<file path="src/rtl/lbst_pkg.sv">
`timescale 1ns/1ps
package lbst_pkg;
  localparam int REG_W       = 32;
  localparam int TIMING_LSB  = 12;
  localparam int FIELD_W     = 4;
  localparam int MAX_CNT     = 10;
  localparam int CNT_W       = $clog2(MAX_CNT + 2);

  typedef logic [FIELD_W-1:0] fld_t;
  typedef logic [CNT_W-1:0]   cnt_t;

  // member order follows the bit order of the timing word, MSB first
  typedef struct packed {
    fld_t wr_off;
    fld_t wr_on;
    fld_t rd_off;
    fld_t rd_on;
    fld_t hold_off;
  } timing_t;

  typedef struct packed {
    cnt_t wr_off;
    cnt_t wr_on;
    cnt_t rd_off;
    cnt_t rd_on;
    cnt_t hold_off;
  } cap_t;

  typedef enum logic {MODE_SEP = 1'b0, MODE_DIR = 1'b1} bus_mode_e;

  function automatic cnt_t clamp_fld(fld_t v);
    if (int'(v) > MAX_CNT) return cnt_t'(MAX_CNT);
    return cnt_t'(v);
  endfunction
endpackage

</file>
<file path="src/rtl/lbst_regs.sv">
`timescale 1ns/1ps
module lbst_regs
  import lbst_pkg::*;
#(
  parameter int PARPORT = 0
) (
  input  logic             clk,
  input  logic             rst,
  input  logic             host_we,
  input  logic [REG_W-1:0] host_wdata,
  input  logic             load_we,
  input  logic [REG_W-1:0] load_wdata,
  output timing_t          cfg
);
  localparam timing_t RST_VAL = '{
    wr_off:   fld_t'(2),
    wr_on:    fld_t'(PARPORT != 0 ? 1 : 0),
    rd_off:   fld_t'(PARPORT != 0 ? 2 : 3),
    rd_on:    fld_t'(PARPORT != 0 ? 1 : 0),
    hold_off: fld_t'(2)
  };

  logic unused_low;
  assign unused_low = ^{host_wdata[TIMING_LSB-1:0], load_wdata[TIMING_LSB-1:0]};

  always_ff @(posedge clk) begin
    if (rst)          cfg <= RST_VAL;
    else if (host_we) cfg <= timing_t'(host_wdata[REG_W-1:TIMING_LSB]);
    else if (load_we) cfg <= timing_t'(load_wdata[REG_W-1:TIMING_LSB]);
  end

  assert_host_wins_R10: assert property (@(posedge clk) disable iff (rst)
    host_we |=> cfg == timing_t'($past(host_wdata[REG_W-1:TIMING_LSB])));
endmodule

</file>
<file path="src/rtl/lbst_seq.sv">
`timescale 1ns/1ps
module lbst_seq
  import lbst_pkg::*;
(
  input  logic      clk,
  input  logic      rst,
  input  logic      req,
  input  logic      rnw,
  input  bus_mode_e mode,
  input  timing_t   cfg,
  output logic      busy,
  output logic      ack,
  output cnt_t      cnt,
  output cap_t      cap_q,
  output logic      rnw_q,
  output bus_mode_e mode_q
);
  cap_t cap_n;
  cnt_t last_n, last_q, wr_end;

  always_comb begin
    cap_n.wr_off   = clamp_fld(cfg.wr_off);
    cap_n.wr_on    = clamp_fld(cfg.wr_on);
    cap_n.rd_off   = clamp_fld(cfg.rd_off);
    cap_n.rd_on    = clamp_fld(cfg.rd_on);
    cap_n.hold_off = clamp_fld(cfg.hold_off);
    wr_end = (cap_n.wr_off > cap_n.hold_off) ? cap_n.wr_off : cap_n.hold_off;
    last_n = rnw ? cap_n.rd_off : wr_end;
  end

  always_ff @(posedge clk) begin
    if (rst) begin
      busy   <= 1'b0;
      cnt    <= '0;
      last_q <= '0;
      cap_q  <= '0;
      rnw_q  <= 1'b1;
      mode_q <= MODE_SEP;
    end else if (!busy) begin
      if (req) begin
        busy   <= 1'b1;
        cnt    <= '0;
        last_q <= last_n;
        cap_q  <= cap_n;
        rnw_q  <= rnw;
        mode_q <= mode;
      end
    end else if (cnt == last_q) begin
      busy <= 1'b0;
    end else begin
      cnt <= cnt + cnt_t'(1);
    end
  end

  assign ack = busy && (cnt == last_q);

  assert_ack_pulse_R8: assert property (@(posedge clk) disable iff (rst)
    ack |=> !ack && !busy);
  assert_cnt_bound_R8: assert property (@(posedge clk) disable iff (rst)
    busy |-> int'(cnt) <= MAX_CNT);
  assert_capture_stable_R9: assert property (@(posedge clk) disable iff (rst)
    (busy && $past(busy)) |-> ($stable(cap_q) && $stable(rnw_q) && $stable(mode_q)));
endmodule

</file>
<file path="src/rtl/lbst_window.sv">
`timescale 1ns/1ps
module lbst_window
  import lbst_pkg::*;
(
  input  logic en,
  input  cnt_t cnt,
  input  cnt_t on_at,
  input  cnt_t off_at,
  output logic act
);
  assign act = en && (cnt >= on_at) && (cnt < off_at);
endmodule

</file>
<file path="src/rtl/lbus_strobe_timer.sv">
`timescale 1ns/1ps
module lbus_strobe_timer
  import lbst_pkg::*;
#(
  parameter int PARPORT = 0,
  parameter int CS_NUM  = 2,
  parameter int DS_NUM  = 2
) (
  input  logic              clk,
  input  logic              rst,
  input  logic              host_we,
  input  logic [REG_W-1:0]  host_wdata,
  input  logic              load_we,
  input  logic [REG_W-1:0]  load_wdata,
  input  logic              req,
  input  logic              rnw,
  input  logic              mode,
  output logic              ack,
  output logic [CS_NUM-1:0] cs_n,
  output logic              rd_n,
  output logic              wr_n,
  output logic              rdwr_n,
  output logic [DS_NUM-1:0] ds_n
);
  localparam int W_RD  = 0;
  localparam int W_WR  = 1;
  localparam int W_SEL = 2;
  localparam int W_NUM = 3;

  timing_t   cfg;
  logic      busy, rnw_q;
  cnt_t      cnt;
  cap_t      cap_q;
  bus_mode_e mode_q;
  cnt_t      on_at  [W_NUM];
  cnt_t      off_at [W_NUM];
  logic [W_NUM-1:0] act;
  logic      sep, dstrobe;

  lbst_regs #(.PARPORT(PARPORT)) u_regs (
    .clk(clk), .rst(rst),
    .host_we(host_we), .host_wdata(host_wdata),
    .load_we(load_we), .load_wdata(load_wdata),
    .cfg(cfg)
  );

  lbst_seq u_seq (
    .clk(clk), .rst(rst), .req(req), .rnw(rnw), .mode(bus_mode_e'(mode)),
    .cfg(cfg), .busy(busy), .ack(ack), .cnt(cnt), .cap_q(cap_q),
    .rnw_q(rnw_q), .mode_q(mode_q)
  );

  always_comb begin
    on_at[W_RD]   = cap_q.rd_on;
    off_at[W_RD]  = cap_q.rd_off;
    on_at[W_WR]   = cap_q.wr_on;
    off_at[W_WR]  = cap_q.wr_off;
    on_at[W_SEL]  = '0;
    off_at[W_SEL] = rnw_q ? cap_q.rd_off : cap_q.hold_off;
  end

  for (genvar i = 0; i < W_NUM; i++) begin : g_win
    lbst_window u_win (
      .en(busy), .cnt(cnt), .on_at(on_at[i]), .off_at(off_at[i]), .act(act[i])
    );
  end

  assign sep     = (mode_q == MODE_SEP);
  assign dstrobe = rnw_q ? act[W_RD] : act[W_WR];

  assign cs_n   = {CS_NUM{~(sep & act[W_SEL])}};
  assign rd_n   = ~(sep & rnw_q & act[W_RD]);
  assign wr_n   = ~(sep & ~rnw_q & act[W_WR]);
  assign rdwr_n = ~(~sep & ~rnw_q & act[W_SEL]);
  assign ds_n   = {DS_NUM{~(~sep & dstrobe)}};

  assert_idle_high_R5: assert property (@(posedge clk) disable iff (rst)
    !busy |-> (&cs_n && rd_n && wr_n && rdwr_n && &ds_n));
  assert_done_quiet_R8: assert property (@(posedge clk) disable iff (rst)
    ack |-> (&cs_n && rd_n && wr_n && rdwr_n && &ds_n));
  assert_one_style_R5: assert property (@(posedge clk) disable iff (rst)
    !(rd_n && wr_n && &cs_n) |-> (rdwr_n && &ds_n));
endmodule

</file>
<file path="config.mk">
export PLATFORM = sky130hd
export DESIGN_NAME = lbus_strobe_timer
export DESIGN_NICKNAME = d
export VERILOG_FILES = /design/src/rtl/lbst_pkg.sv /design/src/rtl/lbst_regs.sv /design/src/rtl/lbst_seq.sv /design/src/rtl/lbst_window.sv /design/src/rtl/lbus_strobe_timer.sv
export SDC_FILE = /design/constraint.sdc
export NUM_CORES = 1
export LEC_CHECK = 0
export BUFFER_PORTS_ARGS = -buffer_cell sky130_fd_sc_hd__buf_4
export CAP_MARGIN = 30
export CORE_ASPECT_RATIO = 0.9
export CORE_MARGIN = 2
export CORE_UTILIZATION = 30
export CTS_CLUSTER_SIZE = 40
export DETAILED_ROUTE_END_ITERATION = 10
export GPL_TIMING_DRIVEN = 0
export SYNTH_ARGS = -nofsm -noshare
export SYNTH_HDL_FRONTEND = slang
export SYNTH_SLANG_ARGS = --single-unit
</file>
<file path="constraint.sdc">
create_clock -name clk -period 2.7 [get_ports clk]
set_input_delay 0.405 -clock clk [delete_from_list [all_inputs] [get_ports clk]]
set_output_delay 0.405 -clock clk [all_outputs]
set_load 0.02 [all_outputs]
</file>
==> run summary, run 1 <==
The post-cts resize count came out at 1. The die covers 0.0103 mm^2. Of all nets on the critical path, the largest fanout is 9. The setup check on the worst reg-to-reg path leaves a slack of 0.56 ns. On the final layout, the worst clock skew is 0.00782 ns.

STA classifies the critical path endpoint as a primary output. The part of the cycle the worst path needs works out to 0.944. The tools report the number of standard cells after synthesis as 349.

For this design the ratio of total power to cell area is 479 mW/mm^2. The share of final-layout standard cells stronger than drive strength 1 was 0.201; the cell leakage power was 1.48 nW. Buffers inserted to repair hold after CTS numbered 0.

The run gives 0.316 ns as the final hold slack. Setup repair after global routing left no endpoint under its margin. The tools report the via total after detailed routing as 2526. The relative max-transition margin is 0.629, and the actual slew at the worst max-slew pin is 0.556 ns. The critical path goes through ha_1, a21boi_0, nor3_1, o211ai_1, a21bo_2, buf_4, buf_4.

The maximum clock rate is 392 MHz, and the per-instance average area after synthesis is 8.15 um^2. The worst ir drop on vdd was 0.000234 V; the count of buffers inserted at the top-level ports was 51. The share of total power in sequential cells is 0.510, and the longest individual stage delay on the worst path is 0.59 ns. Wires add up to 7360 um.

After clock tree synthesis, the clock-pin slew on the worst setup and hold paths is 0.10 ns. For this run, the leading register cell type out of synthesis is sky130_fd_sc_hd__dfxtp_1. The height of the die is 96.4 um. The final-layout setup total negative slack was 0 ns.

Synthesis produced a netlist with a net count of 442. Entering global routing, the biggest net connects 17 pins. The net count of the finished layout is 500. The floorplan step set the die width to 107 um. The cell sitting at the root of the clock tree is a sky130_fd_sc_hd__clkbuf_8. The first detailed-routing pass ran for 4 iterations. The detailed router finished its first iteration with 79 violations. The number of buffers on the longest clock path came out at 2. The design draws 1.66 mW. The H-tree was split into 2 levels. The fraction of power consumed by combinational cells is 0.219, and the number of antenna diodes is 0.

Yosys warning count: 0. The tools report the number of buffers inserted by post-CTS setup repair as 0. Across all setup checks in the final design, the least slack found is 0.151 ns. Dividing the detail-routed wire length by the instance count gives 13.9 um. Clock tree synthesis inserted a total of 5 buffers. Data on the critical path is required at its endpoint by 2.30 ns. The synthesized netlist occupies a cell area of 0.00284 mm^2. The critical path contains buffers and inverters numbering 2 combined. The nature of the critical path startpoint is a register. The run finished with clean final reports. The floorplan has 33 rows.

Including well taps, the total number of placed cells is 522. The number of distinct library cells after synthesis was 38. Slowest library cell on the worst path: sky130_fd_sc_hd__dfxtp_1.

The count of nets left with antenna violations once routing finished came out at 0. Synthesis inferred 51 register bits. At the worst endpoint, the arrival time is 2.14 ns.

The fraction of synthesis flops using an asynchronous set or reset pin came out at 0. The path category of the worst min-delay check was in2reg. The I/O pin count came out at 79. The first global-routing pass estimated 12200 um of wire. Most common cell type on the critical path: sky130_fd_sc_hd__buf_4. Counting flops with a built-in enable in the synthesized netlist gives 0.

At the end of routability-driven placement, the weighted congestion stood at 0.773. For this run, design rule violations remaining after detail routing come to 0. The tools report the number of slew-limit violations in the final report as 0. The global-route usage over all layers was 0.151; the count of maximum capacitance violations was 0.

The number of hold violations in the final report is 0, and the clock period minus worst slack is 2.55 ns. For this run the aggregate overflow at the end of global routing stands at 0. The area added between synthesis and finish was 22.3%; the core region area was 0.00917 mm^2. The critical path in this run is classified as reg2out.

At the placement stage, the worst setup path has a slack of 0.357 ns. The switching part of the total power came out at 0.306. After the flow finishes, the layout carries non-filler instances totaling 530. The number of antenna violations at the first check in global routing is 0, and the internal power is 1.16 mW. TritonCTS built the clock tree. The tools report the portion of total power attributed to the clock network as 0.271.

Setup violations remaining at the end of the flow were counted as 0. The run gives 51 as the sink count of the clock tree. The gate family responsible for the most delay along the worst path was flip-flops. The tools report the total net switching power as 509 uW.

The tools report the sequential area share after synthesis as 0.359. Summed over all nets, the half-perimeter wirelength after detailed placement is 5650 um. The clock latency reported for the late side of the worst-skew pair is 0.31 ns.

The initial core utilization is 0.310, and the via count normalized by instance count is 4.77. Number of global-route vias before repair: 2418.
==> per-stage QoR <==
step,util,instance area [um^2]
floorplan,-,2840
global placement,0.369,3380
detailed placement,0.369,3380
CTS,0.378,3470
global route,0.379,3480
finish,0.379,3480
==> placed cells by master, fill, tap and decap left out, types with 2 or more instances in the layout <==
| cell | n |
|---|---|
| sky130_fd_sc_hd__nor2b_1 | 3 |
| sky130_fd_sc_hd__buf_4 | 54 |
| sky130_fd_sc_hd__a21oi_2 | 2 |
| sky130_fd_sc_hd__dfxtp_1 | 50 |
| sky130_fd_sc_hd__nand2_1 | 30 |
| sky130_fd_sc_hd__xor2_1 | 5 |
| sky130_fd_sc_hd__nand4_1 | 3 |
| sky130_fd_sc_hd__ha_1 | 22 |
| sky130_fd_sc_hd__a21oi_1 | 42 |
| sky130_fd_sc_hd__nand3b_1 | 4 |
| sky130_fd_sc_hd__nor4_1 | 3 |
| sky130_fd_sc_hd__nor3_1 | 3 |
| sky130_fd_sc_hd__mux2_2 | 4 |
| sky130_fd_sc_hd__nand2b_1 | 11 |
| sky130_fd_sc_hd__a21boi_0 | 2 |
| sky130_fd_sc_hd__clkbuf_1 | 12 |
| sky130_fd_sc_hd__or2_2 | 3 |
| sky130_fd_sc_hd__buf_2 | 7 |
| sky130_fd_sc_hd__clkbuf_8 | 5 |
| sky130_fd_sc_hd__clkinvlp_4 | 2 |
| sky130_fd_sc_hd__inv_1 | 18 |
| sky130_fd_sc_hd__mux2i_1 | 27 |
| sky130_fd_sc_hd__o211ai_1 | 2 |
| sky130_fd_sc_hd__nand3_1 | 4 |
| sky130_fd_sc_hd__o21ai_0 | 16 |
| sky130_fd_sc_hd__nor2_1 | 49 |
| sky130_fd_sc_hd__a211oi_1 | 9 |
==> registers in the layout (all words and copies together) (netlist names) <==
| register | flops |
|---|---|
| u_seq.last_q | 4 |
| u_seq.busy | 1 |
| u_regs.cfg | 20 |
| u_seq.cnt | 4 |
| u_seq.cap_q | 20 |
| u_seq.rnw_q | 1 |
| u_seq.mode_q | 1 |
==> final timing paths <==
kind                                 from                      endpoint  cells past startpoint
min                        host_wdata[20]    u_regs.cfg[8]$_SDFFE_PP1P_                      3
max             u_seq.cnt[1]$_SDFFE_PP0P_                       ds_n[1]                      7
max reg2reg    u_regs.cfg[2]$_SDFFE_PP0P_  u_seq.last_q[1]$_SDFFE_PP0P_                      8
min reg2reg  u_seq.cap_q[14]$_SDFFE_PP0P_  u_seq.cap_q[14]$_SDFFE_PP0P_                      2
==> power groups by stage <==
stage | combinational, mW | sequential (mW) | clock (mW)
final | 0.364 | 0.849 | 0.452
after global placement | 0.353 | 0.866 | 0
after CTS | 0.364 | 0.849 | 0.460
after global routing | 0.412 | 0.857 | 0.488
after detailed placement | 0.361 | 0.866 | 0
after floorplan | 0.246 | 0.847 | 0
==> worst min-delay path: stages <==
cell and delay, ns:
sky130_fd_sc_hd__buf_4 0.08, sky130_fd_sc_hd__mux2i_1 0.06, sky130_fd_sc_hd__nand2b_1 0.06
==> kinds of logic (layout without fill, tap and decap cells) <==
family,after synthesis,in the layout,share of synthesized area
compound gates,79,79,0.160
xor+xnor,5,5,0.0154
fa+ha+maj,22,22,0.0968
buf+inv,41,100,0.0612
flops,51,51,0.359
mux,31,31,0.111
simple gates,120,120,0.196
==> area by class of cell <==
type	count	area, um^2
Buffer	23	106
Clock buffer	5	68.8
Clock inverter	3	20.0
Fill cell	959	5690
Inverter	18	67.6
Multi-Input combinational cell	257	1660
Sequential cell	51	1020
Tap cell	122	153
Timing Repair Buffer	51	383
==> cell usage after synthesis (2+ instances only) <==
cell type	n	area share
sky130_fd_sc_hd__dfxtp_1	51	0.36
sky130_fd_sc_hd__nor2_1	49	0.065
sky130_fd_sc_hd__a21oi_1	43	0.076
sky130_fd_sc_hd__nand2_1	30	0.040
sky130_fd_sc_hd__mux2i_1	27	0.095
sky130_fd_sc_hd__ha_1	22	0.097
sky130_fd_sc_hd__inv_1	18	0.024
sky130_fd_sc_hd__o21ai_0	16	0.028
sky130_fd_sc_hd__clkbuf_1	12	0.016
sky130_fd_sc_hd__nand2b_1	11	0.024
sky130_fd_sc_hd__a211oi_1	9	0.024
sky130_fd_sc_hd__buf_2	7	0.012
sky130_fd_sc_hd__xor2_1	5	0.015
sky130_fd_sc_hd__mux2_2	4	0.016
sky130_fd_sc_hd__nand3_1	4	0.0070
sky130_fd_sc_hd__nand3b_1	4	0.011
sky130_fd_sc_hd__buf_4	3	0.0079
sky130_fd_sc_hd__nand4_1	3	0.0066
sky130_fd_sc_hd__nor2b_1	3	0.0066
sky130_fd_sc_hd__nor3_1	3	0.0053
sky130_fd_sc_hd__nor4_1	3	0.0066
sky130_fd_sc_hd__or2_2	3	0.0066
sky130_fd_sc_hd__a21boi_0	2	0.0053
sky130_fd_sc_hd__nor3b_1	2	0.0053
sky130_fd_sc_hd__o211ai_1	2	0.0053
==> routing by layer <==
layer,GRT usage,share of wire,vias to the layer above
met5,0,0,-
met2,0.235,0.43,57
met1,0.219,0.52,1151
met3,0.0237,0.039,5
li1,-,-,1313
met4,0.0325,0.0073,0
Note: power is estimated with default switching activity, not from simulation.
==> run 2, diff against run 1 <==
- BUFFER_PORTS_ARGS: -buffer_cell sky130_fd_sc_hd__buf_4 -> not set
- CTS_BUF_LIST: not set -> sky130_fd_sc_hd__clkbuf_4 sky130_fd_sc_hd__clkbuf_8
- DONT_BUFFER_PORTS: not set -> 1
==> run 2 against run 1 <==
  * First-iteration DRC count up 110%
  * Largest cell class unchanged
  * Worst hold slack lost 0.10 ns
  * Die area stayed put
  * Count of clock-buffer cells in the layout unchanged
  * Core utilization down 4.1 points
  * Sequential power hardly changed
  * Sequential share of layout area increased by 3.6 points
  * Highest routed layer unchanged
  * Worst setup slack hardly changed
==> run summary, run 2 (synthesis results as in run 1) <==
The internal reg-to-reg setup slack is 0.67 ns (+0.11 ns). For the number of antenna violations at the first check in global routing, the log shows 0 (unchanged). The sum of buffers and inverters on the critical path is 2 (unchanged). The depth of the critical timing path with buffers and inverters included was 8 (+1). The slowest stage of the critical path belongs to the cell sky130_fd_sc_hd__dfxtp_1.

TritonCTS built the clock tree. The die outline width came out at 107 um (unchanged). The logs give 0.0103 mm^2 (unchanged) for the die area and 0 (unchanged) for the number of endpoints failing setup at the final stage. The H-tree depth was 2 (unchanged). The via total after detailed routing is 2365 (-6.4%).

The relative max-transition margin was 0.594 (-0.0352); the via count normalized by instance count was 4.94 (+3.6%). The post-placement worst setup slack is 0.376 ns (+0.0186 ns). The count of buffers inserted at the top-level ports works out to 0 (-100%). The clock latency reported for the late side of the worst-skew pair came out at 0.32 ns (about the same). The type of element capturing the critical path is a primary output. Area occupied by registers: 0.00102 mm^2 (unchanged). The required time at the endpoint of the critical path was 2.30 ns (about the same).

The run finished with clean final reports. The actual slew at the worst max-slew pin is 0.609 ns (+0.0528 ns). The clock slew seen by the registers of the worst setup and hold paths was 0.11 ns (about the same).

The tools report the final-layout setup total negative slack as 0 ns (unchanged). The number of detailed-routing iterations run before antenna repair was 4 (unchanged); the height of the die was 96.4 um (unchanged). The final hold slack was 0.212 ns (-0.103 ns). The logs give 0 (unchanged) for the number of hold violations in the final report and 0 (unchanged) for the number of slew-limit violations in the final report. The worst-case reg-to-reg path depth came out at 8 (unchanged).

The starting DRC count in detailed routing was 164 (+110%). Path category of the worst min-delay check: in2reg. The longest individual stage delay on the worst path came out at 0.32 ns (-0.27 ns). The tools report the total global routing overflow as 0 (unchanged). The tools report the cell at the root of the clock tree as sky130_fd_sc_hd__clkbuf_8.

For the final worst-path setup slack, the log shows 0.151 ns (-0.000202 ns). The final weighted congestion in routability-driven placement is 0.790 (+2.2%). Count of maximum capacitance violations: 0 (unchanged). The logs give 449 (-10%) for the number of nets in the final layout and 0.0137 ns (+0.00593 ns) for the setup skew after layout. The maximum fanout count along the critical path is 8 (-1). The arrival time of the worst setup path is 2.14 ns (about the same).

Setup repair after global routing left no endpoint under its margin. The tools report the TritonCTS buffer count as 5 (unchanged). The logs give 19 (+2) for the maximum number of pins on one net before global-route repair and 0.000328 V (+40%) for the worst ir drop on vdd. The tools report the initial core utilization as 0.310 (unchanged).

The capture point of the worst reg-to-reg path is u_seq.last_q[1]$_SDFFE_PP0P_. For the post-detailed-route count of antenna-violating nets, the log shows 0 (unchanged). The part of the cycle the worst path needs was 0.944 (about the same). The wire length per cell after detailed routing came out at 14.7 um (+5.8%). The tools report the sink count of the clock tree as 51 (unchanged). The tools report the worst setup path endpoint as cs_n[1]. The logs give 2230 (-7.8%) for the number of global-route vias before repair and 2 (unchanged) for the number of buffers on the longest clock path. The nature of the critical path startpoint was a register. The row count came out at 33 (unchanged).

The area added between synthesis and finish was 9.11%; the global-route usage over all layers was 0.140 (-0.0107). In the layout the commonest cells are 50 x sky130_fd_sc_hd__dfxtp_1, 49 x sky130_fd_sc_hd__nor2_1, 43 x sky130_fd_sc_hd__a21oi_1. The clock period minus worst slack is 2.55 ns (+0.000202 ns), and the half-perimeter wire length after detailed placement is 5390 um (-4.6%). The count of fill cells added during filler insertion was 989 (+3.1%). Among cell families on the critical path, the largest total delay comes from buffers and inverters.

The I/O pin count came out at 79 (unchanged). The largest registers in the layout are u_regs.cfg: 20 flops, u_seq.cap_q: 20 flops. The worst register-to-register path begins at u_regs.cfg[19]$_SDFFE_PP0P_.

The total power per unit cell area works out to 528 mW/mm^2 (+10%). The run gives 11300 um (-7.5%) as the global-route wire length before repair. The multi-input logic area was 0.00165 mm^2 (-0.23%).

Walking the worst path, the cells encountered are clkbuf_4, mux2i_1, ha_1, o21ai_0, a21oi_1, nor3b_2, nand2b_1, buf_4. The wire length after detailed routing is 7040 um (-4.4%). The tools report the core region area as 0.00917 mm^2 (unchanged). The critical path is of the reg2out type. The tools report the beginning of the critical path as u_seq.rnw_q$_SDFFE_PP1P_. The number of remaining DRC errors is 0 (unchanged), and the share of final-layout standard cells stronger than drive strength 1 is 0.0840 (-0.117). The logs give 392 MHz (about the same) for the maximum clock rate and 0 (unchanged) for the number of antenna diodes. Cell leakage power: 1.25 nW (-16%). The library cell used most frequently in the layout, excluding fill and tap cells, is sky130_fd_sc_hd__dfxtp_1.
run 2: layer usage:
layer | wire length, um | vias up | GRT usage
met5 | 0 | - | 0
met4 | 48 | 0 | 0.0314
met3 | 476 | 5 | 0.0311
met2 | 3060 | 70 | 0.226
met1 | 3460 | 1086 | 0.192
li1 | - | 1204 | -
run 2: final cells by class:
class / instances / area share
clock inverters: 3 / 0.00928
inverters: 18 / 0.0218
multi-input cells: 257 / 0.533
flip-flops and latches: 51 / 0.330
clock buffers: 5 / 0.0222
well taps: 122 / 0.0492
plain buffers: 23 / 0.0351
run 2: worst min path at each step:
stage                                      start                            to  slack [ns]  cells past startpoint
floorplan           u_seq.cap_q[14]$_SDFFE_PP0P_  u_seq.cap_q[14]$_SDFFE_PP0P_        0.43                      2
global placement     u_seq.cap_q[6]$_SDFFE_PP0P_   u_seq.cap_q[6]$_SDFFE_PP0P_        0.44                      2
detailed placement  u_seq.cap_q[18]$_SDFFE_PP0P_  u_seq.cap_q[18]$_SDFFE_PP0P_        0.45                      2
CTS                                         mode     u_seq.mode_q$_SDFFE_PP0P_        0.21                      2
global route                      host_wdata[24]   u_regs.cfg[12]$_SDFFE_PP0P_        0.22                      2
finish                                      mode     u_seq.mode_q$_SDFFE_PP0P_        0.21                      2
run 2: where the power goes:
part | switching [mW] | internal, mW | leakage [nW]
Combinational | 0.182 | 0.126 | 0.780
Sequential | 0.0450 | 0.802 | 0.420
Clock | 0.288 | 0.193 | 0.0502
run 2: per-stage QoR:
step	area (um^2)	utilization	total power, mW	std cells
floorplan	2840	-	1.09	349
global placement	3000	0.327	1.16	471
detailed placement	3000	0.327	1.17	471
CTS	3090	0.337	1.64	479
global route	3100	0.338	1.72	479
finish	3100	0.338	1.64	479
run 2: timing repair:
| item | 4_1_cts | 5_1_grt |
|---|---|---|
| gates resized for setup | 0 | 3 |
| hold buffers | 0 | 0 |
| buffers inserted | 0 | 0 |
| setup endpoints to repair | 0 | 3 |
